[src/rtl/smb_host_pkg.sv]
`timescale 1ns/1ps
package smb_host_pkg;
    typedef enum logic [2:0] {
        BOP_START  = 3'd0,
        BOP_WRITE  = 3'd1,
        BOP_READ   = 3'd2,
        BOP_RSTART = 3'd3,
        BOP_STOP   = 3'd4
    } bop_e;

    typedef enum logic [1:0] {
        XK_QUICK,
        XK_BYTE,
        XK_BDATA,
        XK_WDATA
    } xkind_e;

    localparam logic [4:0] ERR_NONE      = 5'h00;
    localparam logic [4:0] ERR_ADDR_NACK = 5'h10;
    localparam logic [4:0] ERR_DATA_NACK = 5'h11;
    localparam logic [4:0] ERR_BAD_PROTO = 5'h1F;

    // byte offsets decoded by software
    localparam int unsigned OFS_PROTO = 0;
    localparam int unsigned OFS_STAT  = 1;
    localparam int unsigned OFS_TADDR = 2;
    localparam int unsigned OFS_CMD   = 3;
    localparam int unsigned OFS_DATA0 = 4;
endpackage

[src/rtl/smb_proto_dec.sv]
`timescale 1ns/1ps
module smb_proto_dec
    import smb_host_pkg::*;
(
    input  logic [7:0] code_i,
    output logic       supported_o,
    output logic       is_read_o,
    output xkind_e     kind_o
);
    always_comb begin
        supported_o = 1'b1;
        kind_o      = XK_QUICK;
        is_read_o   = code_i[0];
        unique case (code_i[7:1])
            7'h01:   kind_o = XK_QUICK;
            7'h02:   kind_o = XK_BYTE;
            7'h03:   kind_o = XK_BDATA;
            7'h04:   kind_o = XK_WDATA;
            default: supported_o = 1'b0;
        endcase
    end
endmodule

[src/rtl/smb_regs.sv]
`timescale 1ns/1ps
module smb_regs
    import smb_host_pkg::*;
#(
    parameter int REG_AW = 6,
    parameter int N_DATA = 2,
    localparam int IDX_W = (N_DATA > 1) ? $clog2(N_DATA) : 1
) (
    input  logic                   clk,
    input  logic                   rst_n,
    input  logic                   wr_en_i,
    input  logic [REG_AW-1:0]      wr_addr_i,
    input  logic [7:0]             wr_data_i,
    input  logic [REG_AW-1:0]      rd_addr_i,
    output logic [7:0]             rd_data_o,
    input  logic                   fsm_busy_i,
    input  logic                   fin_i,
    input  logic [4:0]             fin_err_i,
    input  logic                   cap_valid_i,
    input  logic [IDX_W-1:0]       cap_idx_i,
    input  logic [7:0]             cap_data_i,
    output logic                   launch_o,
    output logic [7:0]             proto_o,
    output logic [7:0]             taddr_o,
    output logic [7:0]             cmd_o,
    output logic [N_DATA-1:0][7:0] data_o
);
    logic [7:0] proto_q, status_q, taddr_q, cmd_q;
    logic [N_DATA-1:0][7:0] data_q;
    logic launch_q;
    logic busy;
    logic proto_wr;
    logic accept;

    assign busy     = launch_q || fsm_busy_i;
    assign proto_wr = wr_en_i && (wr_addr_i == REG_AW'(OFS_PROTO));
    assign accept   = proto_wr && (wr_data_i != 8'h00) && !busy;

    always_ff @(posedge clk) begin
        if (!rst_n) begin
            proto_q  <= '0;
            status_q <= '0;
            taddr_q  <= '0;
            cmd_q    <= '0;
            data_q   <= '0;
            launch_q <= 1'b0;
        end else begin
            launch_q <= accept;
            if (accept) begin
                proto_q  <= wr_data_i;
                status_q <= '0;
            end else if (fin_i) begin
                proto_q  <= '0;
                status_q <= {1'b1, 2'b00, fin_err_i};
            end
            if (wr_en_i && wr_addr_i == REG_AW'(OFS_TADDR)) taddr_q <= wr_data_i;
            if (wr_en_i && wr_addr_i == REG_AW'(OFS_CMD))   cmd_q   <= wr_data_i;
            for (int i = 0; i < N_DATA; i++) begin
                if (cap_valid_i && cap_idx_i == IDX_W'(i))
                    data_q[i] <= cap_data_i;
                else if (wr_en_i && wr_addr_i == REG_AW'(OFS_DATA0 + i))
                    data_q[i] <= wr_data_i;
            end
        end
    end

    always_comb begin
        rd_data_o = 8'h00;
        if (rd_addr_i == REG_AW'(OFS_PROTO)) rd_data_o = proto_q;
        if (rd_addr_i == REG_AW'(OFS_STAT))  rd_data_o = status_q;
        if (rd_addr_i == REG_AW'(OFS_TADDR)) rd_data_o = taddr_q;
        if (rd_addr_i == REG_AW'(OFS_CMD))   rd_data_o = cmd_q;
        for (int i = 0; i < N_DATA; i++)
            if (rd_addr_i == REG_AW'(OFS_DATA0 + i)) rd_data_o = data_q[i];
    end

    assign launch_o = launch_q;
    assign proto_o  = proto_q;
    assign taddr_o  = taddr_q;
    assign cmd_o    = cmd_q;
    assign data_o   = data_q;

    assert_launch_clears_status_R2: assert property (@(posedge clk) disable iff (!rst_n)
        accept |=> (status_q == 8'h00) && (proto_q == $past(wr_data_i)));

    assert_fin_clears_proto_R3: assert property (@(posedge clk) disable iff (!rst_n)
        fin_i |=> (proto_q == 8'h00) && status_q[7] && !status_q[6]);

    assert_busy_write_ignored_R12: assert property (@(posedge clk) disable iff (!rst_n)
        (proto_wr && busy && !fin_i) |=> (proto_q == $past(proto_q)));
endmodule

[src/rtl/smb_seq_fsm.sv]
`timescale 1ns/1ps
module smb_seq_fsm
    import smb_host_pkg::*;
#(
    parameter int N_DATA = 2,
    localparam int IDX_W = (N_DATA > 1) ? $clog2(N_DATA) : 1
) (
    input  logic                   clk,
    input  logic                   rst_n,
    input  logic                   launch_i,
    input  logic                   supported_i,
    input  logic                   is_read_i,
    input  xkind_e                 kind_i,
    input  logic [6:0]             taddr_i,
    input  logic [7:0]             cmd_i,
    input  logic [N_DATA-1:0][7:0] data_i,
    output logic                   cmd_valid_o,
    input  logic                   cmd_ready_i,
    output logic [2:0]             cmd_op_o,
    output logic [7:0]             cmd_wdata_o,
    output logic                   cmd_nack_o,
    input  logic                   rsp_valid_i,
    input  logic                   rsp_ack_i,
    input  logic [7:0]             rsp_rdata_i,
    output logic                   busy_o,
    output logic                   fin_o,
    output logic [4:0]             fin_err_o,
    output logic                   cap_valid_o,
    output logic [IDX_W-1:0]       cap_idx_o,
    output logic [7:0]             cap_data_o
);
    typedef enum logic [3:0] {
        ST_IDLE, ST_START, ST_ADDR, ST_CMD, ST_WR,
        ST_RSTART, ST_ADDR_RD, ST_RD, ST_STOP, ST_FINISH
    } state_e;

    state_e state_q, state_d;
    logic waiting_q, waiting_d;
    logic [IDX_W-1:0] idx_q, idx_d;
    logic [4:0] err_q, err_d;
    logic rsp_fire;
    logic [IDX_W-1:0] last_idx;
    bop_e op;

    assign rsp_fire = rsp_valid_i && waiting_q;
    assign last_idx = (kind_i == XK_WDATA) ? IDX_W'(1) : '0;

    // next-state process
    always_comb begin
        state_d   = state_q;
        waiting_d = waiting_q;
        idx_d     = idx_q;
        err_d     = err_q;
        if (cmd_valid_o && cmd_ready_i) waiting_d = 1'b1;
        unique case (state_q)
            ST_IDLE: begin
                if (launch_i) begin
                    idx_d = '0;
                    if (supported_i) begin
                        state_d = ST_START;
                        err_d   = ERR_NONE;
                    end else begin
                        state_d = ST_FINISH;
                        err_d   = ERR_BAD_PROTO;
                    end
                end
            end
            ST_FINISH: state_d = ST_IDLE;
            default: begin
                if (rsp_fire) begin
                    waiting_d = 1'b0;
                    case (state_q)
                        ST_START: state_d = ST_ADDR;
                        ST_ADDR: begin
                            if (!rsp_ack_i) begin
                                err_d = ERR_ADDR_NACK; state_d = ST_STOP;
                            end else if (kind_i == XK_QUICK) state_d = ST_STOP;
                            else if (kind_i == XK_BYTE && is_read_i) state_d = ST_RD;
                            else state_d = ST_CMD;
                        end
                        ST_CMD: begin
                            if (!rsp_ack_i) begin
                                err_d = ERR_DATA_NACK; state_d = ST_STOP;
                            end else if (kind_i == XK_BYTE) state_d = ST_STOP;
                            else if (is_read_i) state_d = ST_RSTART;
                            else state_d = ST_WR;
                        end
                        ST_WR: begin
                            if (!rsp_ack_i) begin
                                err_d = ERR_DATA_NACK; state_d = ST_STOP;
                            end else if (idx_q == last_idx) state_d = ST_STOP;
                            else idx_d = idx_q + 1'b1;
                        end
                        ST_RSTART: state_d = ST_ADDR_RD;
                        ST_ADDR_RD: begin
                            if (!rsp_ack_i) begin
                                err_d = ERR_ADDR_NACK; state_d = ST_STOP;
                            end else state_d = ST_RD;
                        end
                        ST_RD: begin
                            if (idx_q == last_idx) state_d = ST_STOP;
                            else idx_d = idx_q + 1'b1;
                        end
                        ST_STOP: state_d = ST_FINISH;
                        default: state_d = state_q;
                    endcase
                end
            end
        endcase
    end

    // state register process
    always_ff @(posedge clk) begin
        if (!rst_n) begin
            state_q   <= ST_IDLE;
            waiting_q <= 1'b0;
            idx_q     <= '0;
            err_q     <= ERR_NONE;
        end else begin
            state_q   <= state_d;
            waiting_q <= waiting_d;
            idx_q     <= idx_d;
            err_q     <= err_d;
        end
    end

    // output process
    always_comb begin
        op          = BOP_START;
        cmd_valid_o = 1'b0;
        cmd_wdata_o = 8'h00;
        cmd_nack_o  = 1'b0;
        unique case (state_q)
            ST_START:   begin op = BOP_START;  cmd_valid_o = !waiting_q; end
            ST_ADDR:    begin
                op = BOP_WRITE; cmd_valid_o = !waiting_q;
                cmd_wdata_o = {taddr_i, is_read_i && (kind_i == XK_QUICK || kind_i == XK_BYTE)};
            end
            ST_CMD:     begin op = BOP_WRITE;  cmd_valid_o = !waiting_q; cmd_wdata_o = cmd_i; end
            ST_WR:      begin op = BOP_WRITE;  cmd_valid_o = !waiting_q; cmd_wdata_o = data_i[idx_q]; end
            ST_RSTART:  begin op = BOP_RSTART; cmd_valid_o = !waiting_q; end
            ST_ADDR_RD: begin op = BOP_WRITE;  cmd_valid_o = !waiting_q; cmd_wdata_o = {taddr_i, 1'b1}; end
            ST_RD:      begin op = BOP_READ;   cmd_valid_o = !waiting_q; cmd_nack_o = (idx_q == last_idx); end
            ST_STOP:    begin op = BOP_STOP;   cmd_valid_o = !waiting_q; end
            default:    ;
        endcase
    end

    assign cmd_op_o    = op;
    assign busy_o      = (state_q != ST_IDLE);
    assign fin_o       = (state_q == ST_FINISH);
    assign fin_err_o   = err_q;
    assign cap_valid_o = (state_q == ST_RD) && rsp_fire;
    assign cap_idx_o   = idx_q;
    assign cap_data_o  = rsp_rdata_i;

    assert_cmd_hold_R13: assert property (@(posedge clk) disable iff (!rst_n)
        (cmd_valid_o && !cmd_ready_i) |=> cmd_valid_o && $stable(cmd_op_o)
            && $stable(cmd_wdata_o) && $stable(cmd_nack_o));

    assert_no_cmd_while_waiting_R13: assert property (@(posedge clk) disable iff (!rst_n)
        (cmd_valid_o && cmd_ready_i) |=> !cmd_valid_o);

    assert_stop_before_err_R9: assert property (@(posedge clk) disable iff (!rst_n)
        (fin_o && err_q != ERR_NONE && err_q != ERR_BAD_PROTO) |-> $past(state_q) == ST_STOP);

    assert_err_code_legal_R10: assert property (@(posedge clk) disable iff (!rst_n)
        fin_o |-> (err_q == ERR_NONE || err_q == ERR_ADDR_NACK
                   || err_q == ERR_DATA_NACK || err_q == ERR_BAD_PROTO));
endmodule

[src/rtl/smb_host_seq.sv]
`timescale 1ns/1ps
module smb_host_seq
    import smb_host_pkg::*;
#(
    parameter int REG_AW = 6,
    parameter int N_DATA = 2
) (
    input  logic              clk,
    input  logic              rst_n,
    input  logic              reg_wr_en,
    input  logic [REG_AW-1:0] reg_wr_addr,
    input  logic [7:0]        reg_wr_data,
    input  logic [REG_AW-1:0] reg_rd_addr,
    output logic [7:0]        reg_rd_data,
    output logic              xfer_done,
    output logic              bm_cmd_valid,
    input  logic              bm_cmd_ready,
    output logic [2:0]        bm_cmd_op,
    output logic [7:0]        bm_cmd_wdata,
    output logic              bm_cmd_nack,
    input  logic              bm_rsp_valid,
    input  logic              bm_rsp_ack,
    input  logic [7:0]        bm_rsp_rdata
);
    localparam int IDX_W = (N_DATA > 1) ? $clog2(N_DATA) : 1;

    logic launch, fsm_busy, fin, cap_valid, supported, is_read;
    logic [4:0] fin_err;
    logic [IDX_W-1:0] cap_idx;
    logic [7:0] cap_data, proto, taddr, cmd;
    logic [N_DATA-1:0][7:0] data;
    xkind_e kind;

    smb_regs #(.REG_AW(REG_AW), .N_DATA(N_DATA)) regs_i (
        .clk(clk), .rst_n(rst_n),
        .wr_en_i(reg_wr_en), .wr_addr_i(reg_wr_addr), .wr_data_i(reg_wr_data),
        .rd_addr_i(reg_rd_addr), .rd_data_o(reg_rd_data),
        .fsm_busy_i(fsm_busy), .fin_i(fin), .fin_err_i(fin_err),
        .cap_valid_i(cap_valid), .cap_idx_i(cap_idx), .cap_data_i(cap_data),
        .launch_o(launch), .proto_o(proto), .taddr_o(taddr), .cmd_o(cmd), .data_o(data)
    );

    smb_proto_dec dec_i (
        .code_i(proto), .supported_o(supported), .is_read_o(is_read), .kind_o(kind)
    );

    smb_seq_fsm #(.N_DATA(N_DATA)) fsm_i (
        .clk(clk), .rst_n(rst_n),
        .launch_i(launch), .supported_i(supported), .is_read_i(is_read), .kind_i(kind),
        .taddr_i(taddr[7:1]), .cmd_i(cmd), .data_i(data),
        .cmd_valid_o(bm_cmd_valid), .cmd_ready_i(bm_cmd_ready), .cmd_op_o(bm_cmd_op),
        .cmd_wdata_o(bm_cmd_wdata), .cmd_nack_o(bm_cmd_nack),
        .rsp_valid_i(bm_rsp_valid), .rsp_ack_i(bm_rsp_ack), .rsp_rdata_i(bm_rsp_rdata),
        .busy_o(fsm_busy), .fin_o(fin), .fin_err_o(fin_err),
        .cap_valid_o(cap_valid), .cap_idx_o(cap_idx), .cap_data_o(cap_data)
    );

    assign xfer_done = fin;
endmodule

[config.mk]
export PLATFORM = sky130hd
export DESIGN_NAME = smb_host_seq
export DESIGN_NICKNAME = d
export VERILOG_FILES = /design/src/rtl/smb_host_pkg.sv /design/src/rtl/smb_proto_dec.sv /design/src/rtl/smb_regs.sv /design/src/rtl/smb_seq_fsm.sv /design/src/rtl/smb_host_seq.sv
export SDC_FILE = /design/constraint.sdc
export NUM_CORES = 1
export LEC_CHECK = 0
export ABC_CLOCK_PERIOD_IN_PS = 2960
export BUFFER_PORTS_ARGS = -buffer_cell sky130_fd_sc_hd__buf_4
export CORE_UTILIZATION = 43
export DETAILED_ROUTE_END_ITERATION = 10
export GPL_ROUTABILITY_DRIVEN = 0
export SYNTH_ARGS = -nofsm -noshare
export SYNTH_HDL_FRONTEND = slang
export SYNTH_SLANG_ARGS = --single-unit
[constraint.sdc]
create_clock -name clk -period 2.96 [get_ports clk]
set_clock_uncertainty 0.1 [all_clocks]
set_input_delay 0.296 -clock clk [delete_from_list [all_inputs] [get_ports clk]]
set_output_delay 0.296 -clock clk [all_outputs]
set_load 0.05 [all_outputs]
==> summary.txt, run 1 <==
Worst setup path
  – Arrival time worst endpoint: 2.24 ns
  – Worst setup SP type: flip-flop
  – Setup crit end kind: output pin
  – Crit path max fanout: 6
  – Reg2Reg Setup Slack: 0.57 ns
  – Worst setup path class: reg -> out
  – Critical R2R Capture: regs_i.proto_o[3]
  – Worst Path Required: 2.56 ns
  – Worst r2r src: fsm_i.state_q[1]
  – Worst-case reg-to-reg path depth: 5

Worst hold path
  – Worst hold path depth: 2
  – Hold crit path type: in -> reg
  – Hold EP: regs_i.data_o[1]
  – Startpoint of the worst hold path: bm_rsp_rdata[1]

Routing
  – DRC: 0
  – Via count: 3024
  – First-pass DRT Iterations: 5
  – Vias per cell: 5.83
  – Number of DRC markers in iteration 0: 258
  – Routed Antenna Nets: 0
  – Mean routed wirelength per cell: 18.2 µm
  – Wirelength, routed: 9.46 mm

Finish
  – Area grow syn2layout: 18.6%
  – Layout cells sized above 1: 0.221
  – Final net count: 453
  – Most frequent standard cell in the layout excluding fill and tap cells: buf_4
  – Antenna cells: 0
  – Final std cells w/o fill: 519
  – Most frequent cells in the layout: buf_4, dfxtp_1, mux2i_1, nand2_1, o21ai_0
  – Fill count: 742
  – Post-Route Utilization: 0.537

Floorplan
  – Die area: 8110 µm²
  – Cell Rows: 31
  – Initial Utilization: 0.452
  – Total core area: 7370 µm²
  – Die X: 90.0 µm
  – # IOs: 56
  – Die H: 90.0 µm

Clock network
  – H-tree levels: 2
  – CTS resizes: 0
  – Worst-case clock buffer depth: 2
  – Clk sinks: 54
  – CTS root buffer: clkbuf_8
  – CTS tree: built
  – # hold bufs at CTS: 0
  – Clock Latency Late Sink: 0.31 ns
  – CTS clk-pin slew, worst paths: 0.10 ns
  – Number of CTS-inserted buffers: 5
  – Post-CTS setup buffer count: 0

STA
  – Total negative slack: 0 ns
  – Max-slew headroom: 0.576
  – RSZ-0062 raised after global routing: false
  – Period minus WS final: 2.64 ns
  – Endpoints failing hold: 0
  – Fmax: 379 MHz
  – Fraction of the cycle the final worst path needs: 0.891
  – Slew Limit Fails: 0
  – Slew at the pin closest to its max-slew limit: 0.627 ns
  – Finish-stage setup viols: 0
  – Fin worst setup slack: 0.323 ns

Global routing
  – All-layer global routing usage: 0.236
  – First-pass GRT wire length: 15.0 mm
  – GR Overflow Total: 0
  – Largest net degree at the start of global routing: 45
  – Vias in the first global route: 2755
  – Initial antenna violation count: 0

Synth
  – Post-synth EDFFs: 0
  – Mapped Area: 3330 µm²
  – Sequential share of the synthesized area: 0.324
  – Ys Warns: 0
  – Synth Instances: 375
  – Syn nets: 409
  – Synth Area per Inst: 8.89 µm²
  – Cell variety after synth: 54
  – Primary FF master, synth: dfxtp_1
  – Async S/R FF share, synth: 0
  – Flops & latches, synth: 54

Power and ir drop
  – PwrDens: 409 nW/µm²
  – P_leak: 1.70 nW
  – Worst vdd ir: 175 µV
  – Tot Pwr: 1.62 mW

Flow run
  – Max_cap viols: 0

Outcome
  – Status: finished clean

Placement
  – DP HPWL: 7.01 mm
  – Placed Cells: 511
  – DP Worst Slack: 0.578 ns
  – Port Buffers: 55
[flip-flops by register name, indices dropped and copies added, names as in the netlist]
name and flops:
regs_i.taddr_o 8, regs_i.cmd_o 8, fsm_i.state_q 4, fsm_i.cap_idx_o 1
regs_i.data_o 16, regs_i.launch_o 1, fsm_i.waiting_q 1, fsm_i.fin_err_o 3
regs_i.status_q 4, regs_i.proto_o 8
[logic make-up (layout without fill, tap and decap cells)]
kind of cell,after synthesis,in the layout,share of synthesized area
AO/OA/AOI/OAI,98,98,0.219
multiplexers,60,60,0.203
AND/OR/NAND/NOR,124,124,0.200
flip-flops,54,54,0.324
XOR/XNOR,5,5,0.0131
buffers and inverters,34,79,0.0398
[how the worst max path moves through the flow]
stage,cells past startpoint,from,end,slack (ns)
floorplan,4,fsm_i.state_q[0],bm_cmd_wdata[1],0.18
global placement,5,regs_i.proto_o[4],bm_cmd_nack,0.64
detailed placement,5,fsm_i.state_q[1],regs_i.proto_o[3],0.58
CTS,5,regs_i.proto_o[4],bm_cmd_nack,0.31
global route,5,regs_i.proto_o[4],bm_cmd_nack,0.18
finish,5,regs_i.proto_o[4],bm_cmd_nack,0.32
[cells in the mapped netlist (all sizes together), types with 4 or more instances]
cell type,count,area (µm²)
nand2,36,135
o211a,16,160
inv,5,18.8
a22oi,8,60.1
nor3,5,25.0
nor2b,22,138
mux4,6,135
nand3,4,20.0
a22o,9,78.8
nor2,23,93.8
o21ai,23,115
clkbuf,22,82.6
a21oi,12,60.1
mux2i,52,521
and2,6,37.5
or4,5,45.0
nor4,4,25.0
dfxtp,54,1080
buf,7,31.3
o22ai,5,31.3
[routing by layer]
| metal | vias up | GRT usage | share of wire |
|---|---|---|---|
| met2 | 84 | 0.368 | 0.45 |
| met5 | - | 0 | 0 |
| li1 | 1470 | - | - |
| met3 | 6 | 0.0440 | 0.058 |
| met4 | 0 | 0.0538 | 0.0072 |
| met1 | 1464 | 0.337 | 0.48 |
[final cells by class]
class / instances / area, µm² / area share
flip-flops and latches: 54 / 1080 / 0.273
clock inverters: 3 / 40.0 / 0.0101
well taps: 99 / 124 / 0.0313
inverters: 5 / 18.8 / 0.00475
repair buffers: 66 / 495 / 0.125
multi-input cells: 287 / 2130 / 0.538
clock buffers: 5 / 68.8 / 0.0174
[critical path, cell delays in order (launching register included)]
cell	delay, ns
dfxtp_1	0.33
or4_1	0.63
or2_2	0.37
xnor2_1	0.32
nor2_1	0.09
buf_4	0.20
[through the flow]
step	area (µm²)	hold WS [ns]
6_report	3950	0.133
5_1_grt	3950	0.121
4_1_cts	3950	0.128
3_5_place_dp	3840	0.387
3_3_place_gp	3840	0.386
2_1_floorplan	3330	0.322
[where the power goes]
part	internal [mW]	switching, mW
Sequential	0.737	0.0129
Clock	0.249	0.245
Combinational	0.145	0.228
Note: power is estimated with default switching activity, not from simulation.
==> run 2: changes to the inputs <==
CTS_BUF_LIST = sky130_fd_sc_hd__clkbuf_16   (was not set)
CTS_CLUSTER_SIZE = 40   (was not set)
==> summary.txt, run 2 (synthesized netlist as in run 1, its figures left out) <==
Routing
  – Wire length on met3: 526 µm (was 544 µm)
  – Routed Antenna Nets: 0 (unchanged)
  – Met2 routed WL: 4.40 mm (was 4.29 mm)
  – DRC: 0 (unchanged)
  – First-pass DRT Iterations: 5 (unchanged)
  – Via count: 3052 (was 3024)
  – Highest Signal Layer: met4 (unchanged)
  – WL met1: 4.67 mm (was 4.55 mm)
  – Mean routed wirelength per cell: 18.6 µm (was 18.2 µm)
  – Number of DRC markers in iteration 0: 258 (unchanged)
  – Vias per cell: 5.88 (was 5.83)
  – Wirelength, routed: 9.67 mm (was 9.46 mm)

Placement
  – Placed Cells: 511 (unchanged)
  – DP HPWL: 7.01 mm (unchanged)
  – Port Buffers: 55 (unchanged)

Global routing
  – Initial antenna violation count: 0 (unchanged)
  – All-layer global routing usage: 0.239 (was 0.236)
  – Largest net degree at the start of global routing: 45 (unchanged)
  – Vias in the first global route: 2781 (was 2755)
  – GR Overflow Total: 0 (unchanged)
  – First-pass GRT wire length: 15.1 mm (was 15.0 mm)

Floorplan
  – Total core area: 7370 µm² (unchanged)
  – Die area: 8110 µm² (unchanged)
  – Die H: 90.0 µm (unchanged)
  – # IOs: 56 (unchanged)
  – Die X: 90.0 µm (unchanged)
  – Initial Utilization: 0.452 (unchanged)
  – Cell Rows: 31 (unchanged)

Power and ir drop
  – P_sw: 0.517 mW (was 0.487 mW)
  – Worst vdd ir: 223 µV (was 175 µV)
  – P_leak: 1.72 nW (was 1.70 nW)
  – Int Power: 1.28 mW (was 1.13 mW)
  – PwrDens: 448 nW/µm² (was 409 nW/µm²)
  – Switch share: 0.288 (was 0.301)
  – Combinational share of power: 0.209 (was 0.230)
  – Sequential Power Share: 0.418 (was 0.463)
  – Clk pwr share: 0.373 (was 0.306)

Worst setup path
  – Worst setup SP type: flip-flop (unchanged)
  – Crit path max fanout: 6 (unchanged)
  – Worst setup path class: reg -> out (unchanged)
  – Arrival time worst endpoint: 2.23 ns (was 2.24 ns)
  – Setup crit end kind: output pin (unchanged)
  – Worst Path Required: 2.56 ns (about the same)

Clock network
  – CTS root buffer: clkbuf_16 (was clkbuf_8)
  – H-tree levels: 2 (unchanged)
  – CTS clk-pin slew, worst paths: 0.07 ns (was 0.10 ns)
  – CTS tree: built (unchanged)
  – CTS resizes: 0 (unchanged)
  – Worst-case clock buffer depth: 2 (unchanged)
  – Post-CTS setup buffer count: 0 (unchanged)
  – # hold bufs at CTS: 0 (unchanged)
  – Clock Latency Late Sink: 0.29 ns (was 0.31 ns)
  – Clk sinks: 54 (unchanged)
  – Number of CTS-inserted buffers: 5 (unchanged)

Finish
  – Most frequent cells in the layout: buf_4, dfxtp_1, mux2i_1, nand2_1, o21ai_0 (unchanged)
  – Area of the multi-input gates: 2130 µm² (unchanged)
  – Antenna cells: 0 (unchanged)
  – Most frequent standard cell in the layout excluding fill and tap cells: buf_4 (unchanged)
  – Max reg flops: 16 (unchanged)
  – Final std cells w/o fill: 519 (unchanged)
  – Layout cells sized above 1: 0.221 (unchanged)
  – Area grow syn2layout: 20.3% (was 18.6%)
  – Sequential Area: 1080 µm² (unchanged)
  – Final net count: 453 (unchanged)
  – Fill count: 730 (was 742)

STA
  – Period minus WS final: 2.62 ns (was 2.64 ns)
  – Total negative slack: 0 ns (unchanged)
  – Fmax: 381 MHz (was 379 MHz)
  – Slew Limit Fails: 0 (unchanged)
  – RSZ-0062 raised after global routing: false (unchanged)
  – Endpoints failing hold: 0 (unchanged)
  – Fraction of the cycle the final worst path needs: 0.887 (was 0.891)
  – Finish-stage setup viols: 0 (unchanged)
  – Slew at the pin closest to its max-slew limit: 0.593 ns (was 0.627 ns)
  – Max-slew headroom: 0.599 (was 0.576)

Outcome
  – Status: finished clean (unchanged)

Flow run
  – Max_cap viols: 0 (unchanged)

Worst hold path
  – Hold crit path type: in -> reg (unchanged)
==> run 2: cell counts in the layout (fill, tap and decap cells not counted) <==
No cell type changed its count.
==> run 2: stage by stage <==
step | setup WS, ns | hold WS [ns] | instance area [µm²] | power [mW] | utilization
CTS | 0.337 | 0.145 | 4010 | 1.80 | 0.544
global route | 0.222 | 0.145 | 4010 | 1.87 | 0.544
finish | 0.335 | 0.149 | 4010 | 1.80 | 0.544
global placement | 0.639 | 0.386 | 3840 | 1.13 | 0.522
detailed placement | 0.578 | 0.387 | 3840 | 1.13 | 0.522
floorplan | 0.184 | 0.322 | 3330 | 1.00 | -
==> run 2: worst paths after layout <==
path	from	endpoint	slack (ns)	cells after the start
max	regs_i.proto_o[4]	bm_cmd_nack	0.34	5
min	bm_rsp_rdata[6]	regs_i.data_o[14]	0.15	2
max reg2reg	fsm_i.state_q[1]	regs_i.proto_o[0]	0.53	5
min reg2reg	regs_i.proto_o[4]	regs_i.proto_o[4]	0.41	1
==> run 2: critical path, stage by stage, from the launching register on <==
cell and delay, ns:
dfxtp_1 0.32, or4_1 0.63, or2_2 0.37, xnor2_1 0.32, nor2_1 0.09, buf_4 0.20
==> run 2: power by group through the flow <==
stage	Clock [mW]	Sequential [mW]	Combinational [mW]
after floorplan	0	0.758	0.244
after global placement	0	0.766	0.369
after detailed placement	0	0.766	0.367
after CTS	0.682	0.749	0.369
after global routing	0.712	0.751	0.403
final	0.670	0.750	0.374
==> run 2: final cells by class <==
type	count	area share
Tap cell	99	0.0309
Multi-Input combinational cell	287	0.530
Timing Repair Buffer	66	0.124
Clock buffer	5	0.0312
Inverter	5	0.00468
Clock inverter	3	0.00998
Sequential cell	54	0.270
==> run 2: layer usage <==
metal / GRT usage / up-vias
met2: 0.374 / 100
met5: 0 / -
met4: 0.0484 / 0
li1: - / 1473
met3: 0.0575 / 6
met1: 0.336 / 1473
==> run 3: changes to the inputs <==
CELL_PAD_IN_SITES_DETAIL_PLACEMENT = 0   (was not set)
CELL_PAD_IN_SITES_GLOBAL_PLACEMENT = 1   (was not set)
MAX_ROUTING_LAYER = met4   (was not set)
PLACE_DENSITY_LB_ADDON = 0.1   (was not set)
==> summary.txt, run 3 (synthesized netlist as in run 1, its figures left out) <==
Worst setup path
  – Worst Path Required: 2.56 ns (about the same)
  – Worst r2r src: fsm_i.state_q[1] (unchanged)
  – Worst setup SP type: flip-flop (unchanged)
  – Beginning of the critical path: regs_i.proto_o[4] (unchanged)
  – Crit path max fanout: 6 (unchanged)
  – Worst setup path class: reg -> out (unchanged)
  – Arrival time worst endpoint: 2.27 ns (was 2.23 ns)
  – Setup crit end kind: output pin (unchanged)

Routing
  – Met2 routed WL: 4.29 mm (was 4.40 mm)
  – Highest Signal Layer: met4 (unchanged)
  – WL met1: 4.89 mm (was 4.67 mm)
  – Via count: 3073 (was 3052)
  – Mean routed wirelength per cell: 18.5 µm (was 18.6 µm)
  – Wire length on met3: 402 µm (was 526 µm)
  – Routed Antenna Nets: 0 (unchanged)
  – Wirelength, routed: 9.64 mm (was 9.67 mm)
  – DRC: 0 (unchanged)
  – Vias per cell: 5.90 (was 5.88)
  – First-pass DRT Iterations: 4 (was 5)
  – Number of DRC markers in iteration 0: 191 (was 258)

Placement
  – Cell area after placement: 3860 µm² (was 3840 µm²)
  – DP Worst Slack: 0.584 ns (was 0.578 ns)
  – DP HPWL: 7.16 mm (was 7.01 mm)
  – Placed Cells: 513 (was 511)
  – Port Buffers: 55 (unchanged)

Clock network
  – Clock Latency Late Sink: 0.29 ns (about the same)
  – CTS clk-pin slew, worst paths: 0.07 ns (about the same)
  – CTS root buffer: clkbuf_16 (unchanged)
  – # hold bufs at CTS: 0 (unchanged)
  – Number of CTS-inserted buffers: 5 (unchanged)
  – Worst-case clock buffer depth: 2 (unchanged)
  – H-tree levels: 2 (unchanged)
  – CTS tree: built (unchanged)
  – CTS resizes: 0 (unchanged)
  – Clk sinks: 54 (unchanged)
  – Post-CTS setup buffer count: 0 (unchanged)

Power and ir drop
  – Worst vdd ir: 242 µV (was 223 µV)
  – Clk pwr share: 0.338 (was 0.373)
  – Combinational share of power: 0.218 (was 0.209)
  – PwrDens: 426 nW/µm² (was 448 nW/µm²)
  – Sequential Power Share: 0.444 (was 0.418)
  – P_leak: 1.72 nW (about the same)
  – P_sw: 0.509 mW (was 0.517 mW)
  – Int Power: 1.20 mW (was 1.28 mW)
  – Switch share: 0.298 (was 0.288)
  – Tot Pwr: 1.71 mW (was 1.80 mW)

STA
  – Fin worst setup slack: 0.291 ns (was 0.335 ns)
  – Period minus WS final: 2.67 ns (was 2.62 ns)
  – Slew Limit Fails: 0 (unchanged)
  – RSZ-0062 raised after global routing: false (unchanged)
  – Total negative slack: 0 ns (unchanged)
  – Endpoints failing hold: 0 (unchanged)
  – Finish-stage setup viols: 0 (unchanged)
  – Hold slack: 0.142 ns (was 0.149 ns)
  – Fmax: 375 MHz (was 381 MHz)
  – Max-slew headroom: 0.594 (was 0.599)
  – Fraction of the cycle the final worst path needs: 0.902 (was 0.887)
  – Slew at the pin closest to its max-slew limit: 0.600 ns (was 0.593 ns)

Floorplan
  – Cell Rows: 31 (unchanged)
  – Die area: 8110 µm² (unchanged)
  – Die H: 90.0 µm (unchanged)
  – Initial Utilization: 0.452 (unchanged)
  – # IOs: 56 (unchanged)
  – Total core area: 7370 µm² (unchanged)
  – Die X: 90.0 µm (unchanged)

Worst hold path
  – Hold crit path type: in -> reg (unchanged)
  – Startpoint of the worst hold path: bm_cmd_ready (was bm_rsp_rdata[6])

Finish
  – Most frequent cells in the layout: buf_4, dfxtp_1, mux2i_1, nand2_1, o21ai_0 (unchanged)
  – Antenna cells: 0 (unchanged)
  – Max reg flops: 16 (unchanged)
  – Layout cells sized above 1: 0.223 (was 0.221)
  – Area grow syn2layout: 20.1% (was 20.3%)
  – Most frequent standard cell in the layout excluding fill and tap cells: buf_4 (unchanged)
  – Final net count: 455 (was 453)
  – Final std cells w/o fill: 521 (was 519)
  – Fill count: 712 (was 730)
  – Post-Route Utilization: 0.543 (was 0.544)
  – Final Cell Area: 4000 µm² (was 4010 µm²)

Global routing
  – Initial antenna violation count: 0 (unchanged)
  – First-pass GRT wire length: 15.3 mm (was 15.1 mm)
  – All-layer global routing usage: 0.246 (was 0.239)
  – Largest net degree at the start of global routing: 45 (unchanged)
  – Vias in the first global route: 2800 (was 2781)
  – GR Overflow Total: 0 (unchanged)

Flow run
  – Max_cap viols: 0 (unchanged)

Outcome
  – Status: finished clean (unchanged)
-- run 3: critical path, cell delays in order (launching register included) --
cell and delay [ns]:
dfxtp_1 0.33, or4_1 0.66, or2_2 0.39, xnor2_1 0.30, nor2_1 0.09, buf_4 0.20
-- run 3: routing by layer --
| metal | global-route usage | vias up |
|---|---|---|
| met1 | 0.369 | 1503 |
| met4 | 0.0484 | 0 |
| li1 | - | 1482 |
| met2 | 0.352 | 83 |
| met5 | - | - |
| met3 | 0.0313 | 5 |
-- run 3: cell type report --
type / count / area [µm²] / area share
tap: 99 / 124 / 0.0309
multi-input combinational: 287 / 2130 / 0.531
clock buffer: 5 / 125 / 0.0313
sequential: 54 / 1080 / 0.270
timing repair buffer: 68 / 510 / 0.128
inverter: 5 / 18.8 / 0.00469
clock inverter: 3 / 17.5 / 0.00438
-- run 3: path summary, 6_finish.rpt --
path / end / slack, ns / cells after the start
min: fsm_i.waiting_q / 0.14 / 3
max reg2reg: regs_i.proto_o[0] / 0.55 / 5
min reg2reg: regs_i.status_q[7] / 0.41 / 2
max: bm_cmd_nack / 0.29 / 5
-- run 3: power by group through the flow --
stage	sequential (mW)	clock (mW)	combinational (mW)
after floorplan	0.758	0	0.244
after global placement	0.774	0	0.367
after detailed placement	0.774	0	0.367
after CTS	0.757	0.588	0.368
after global routing	0.760	0.614	0.402
final	0.758	0.577	0.372
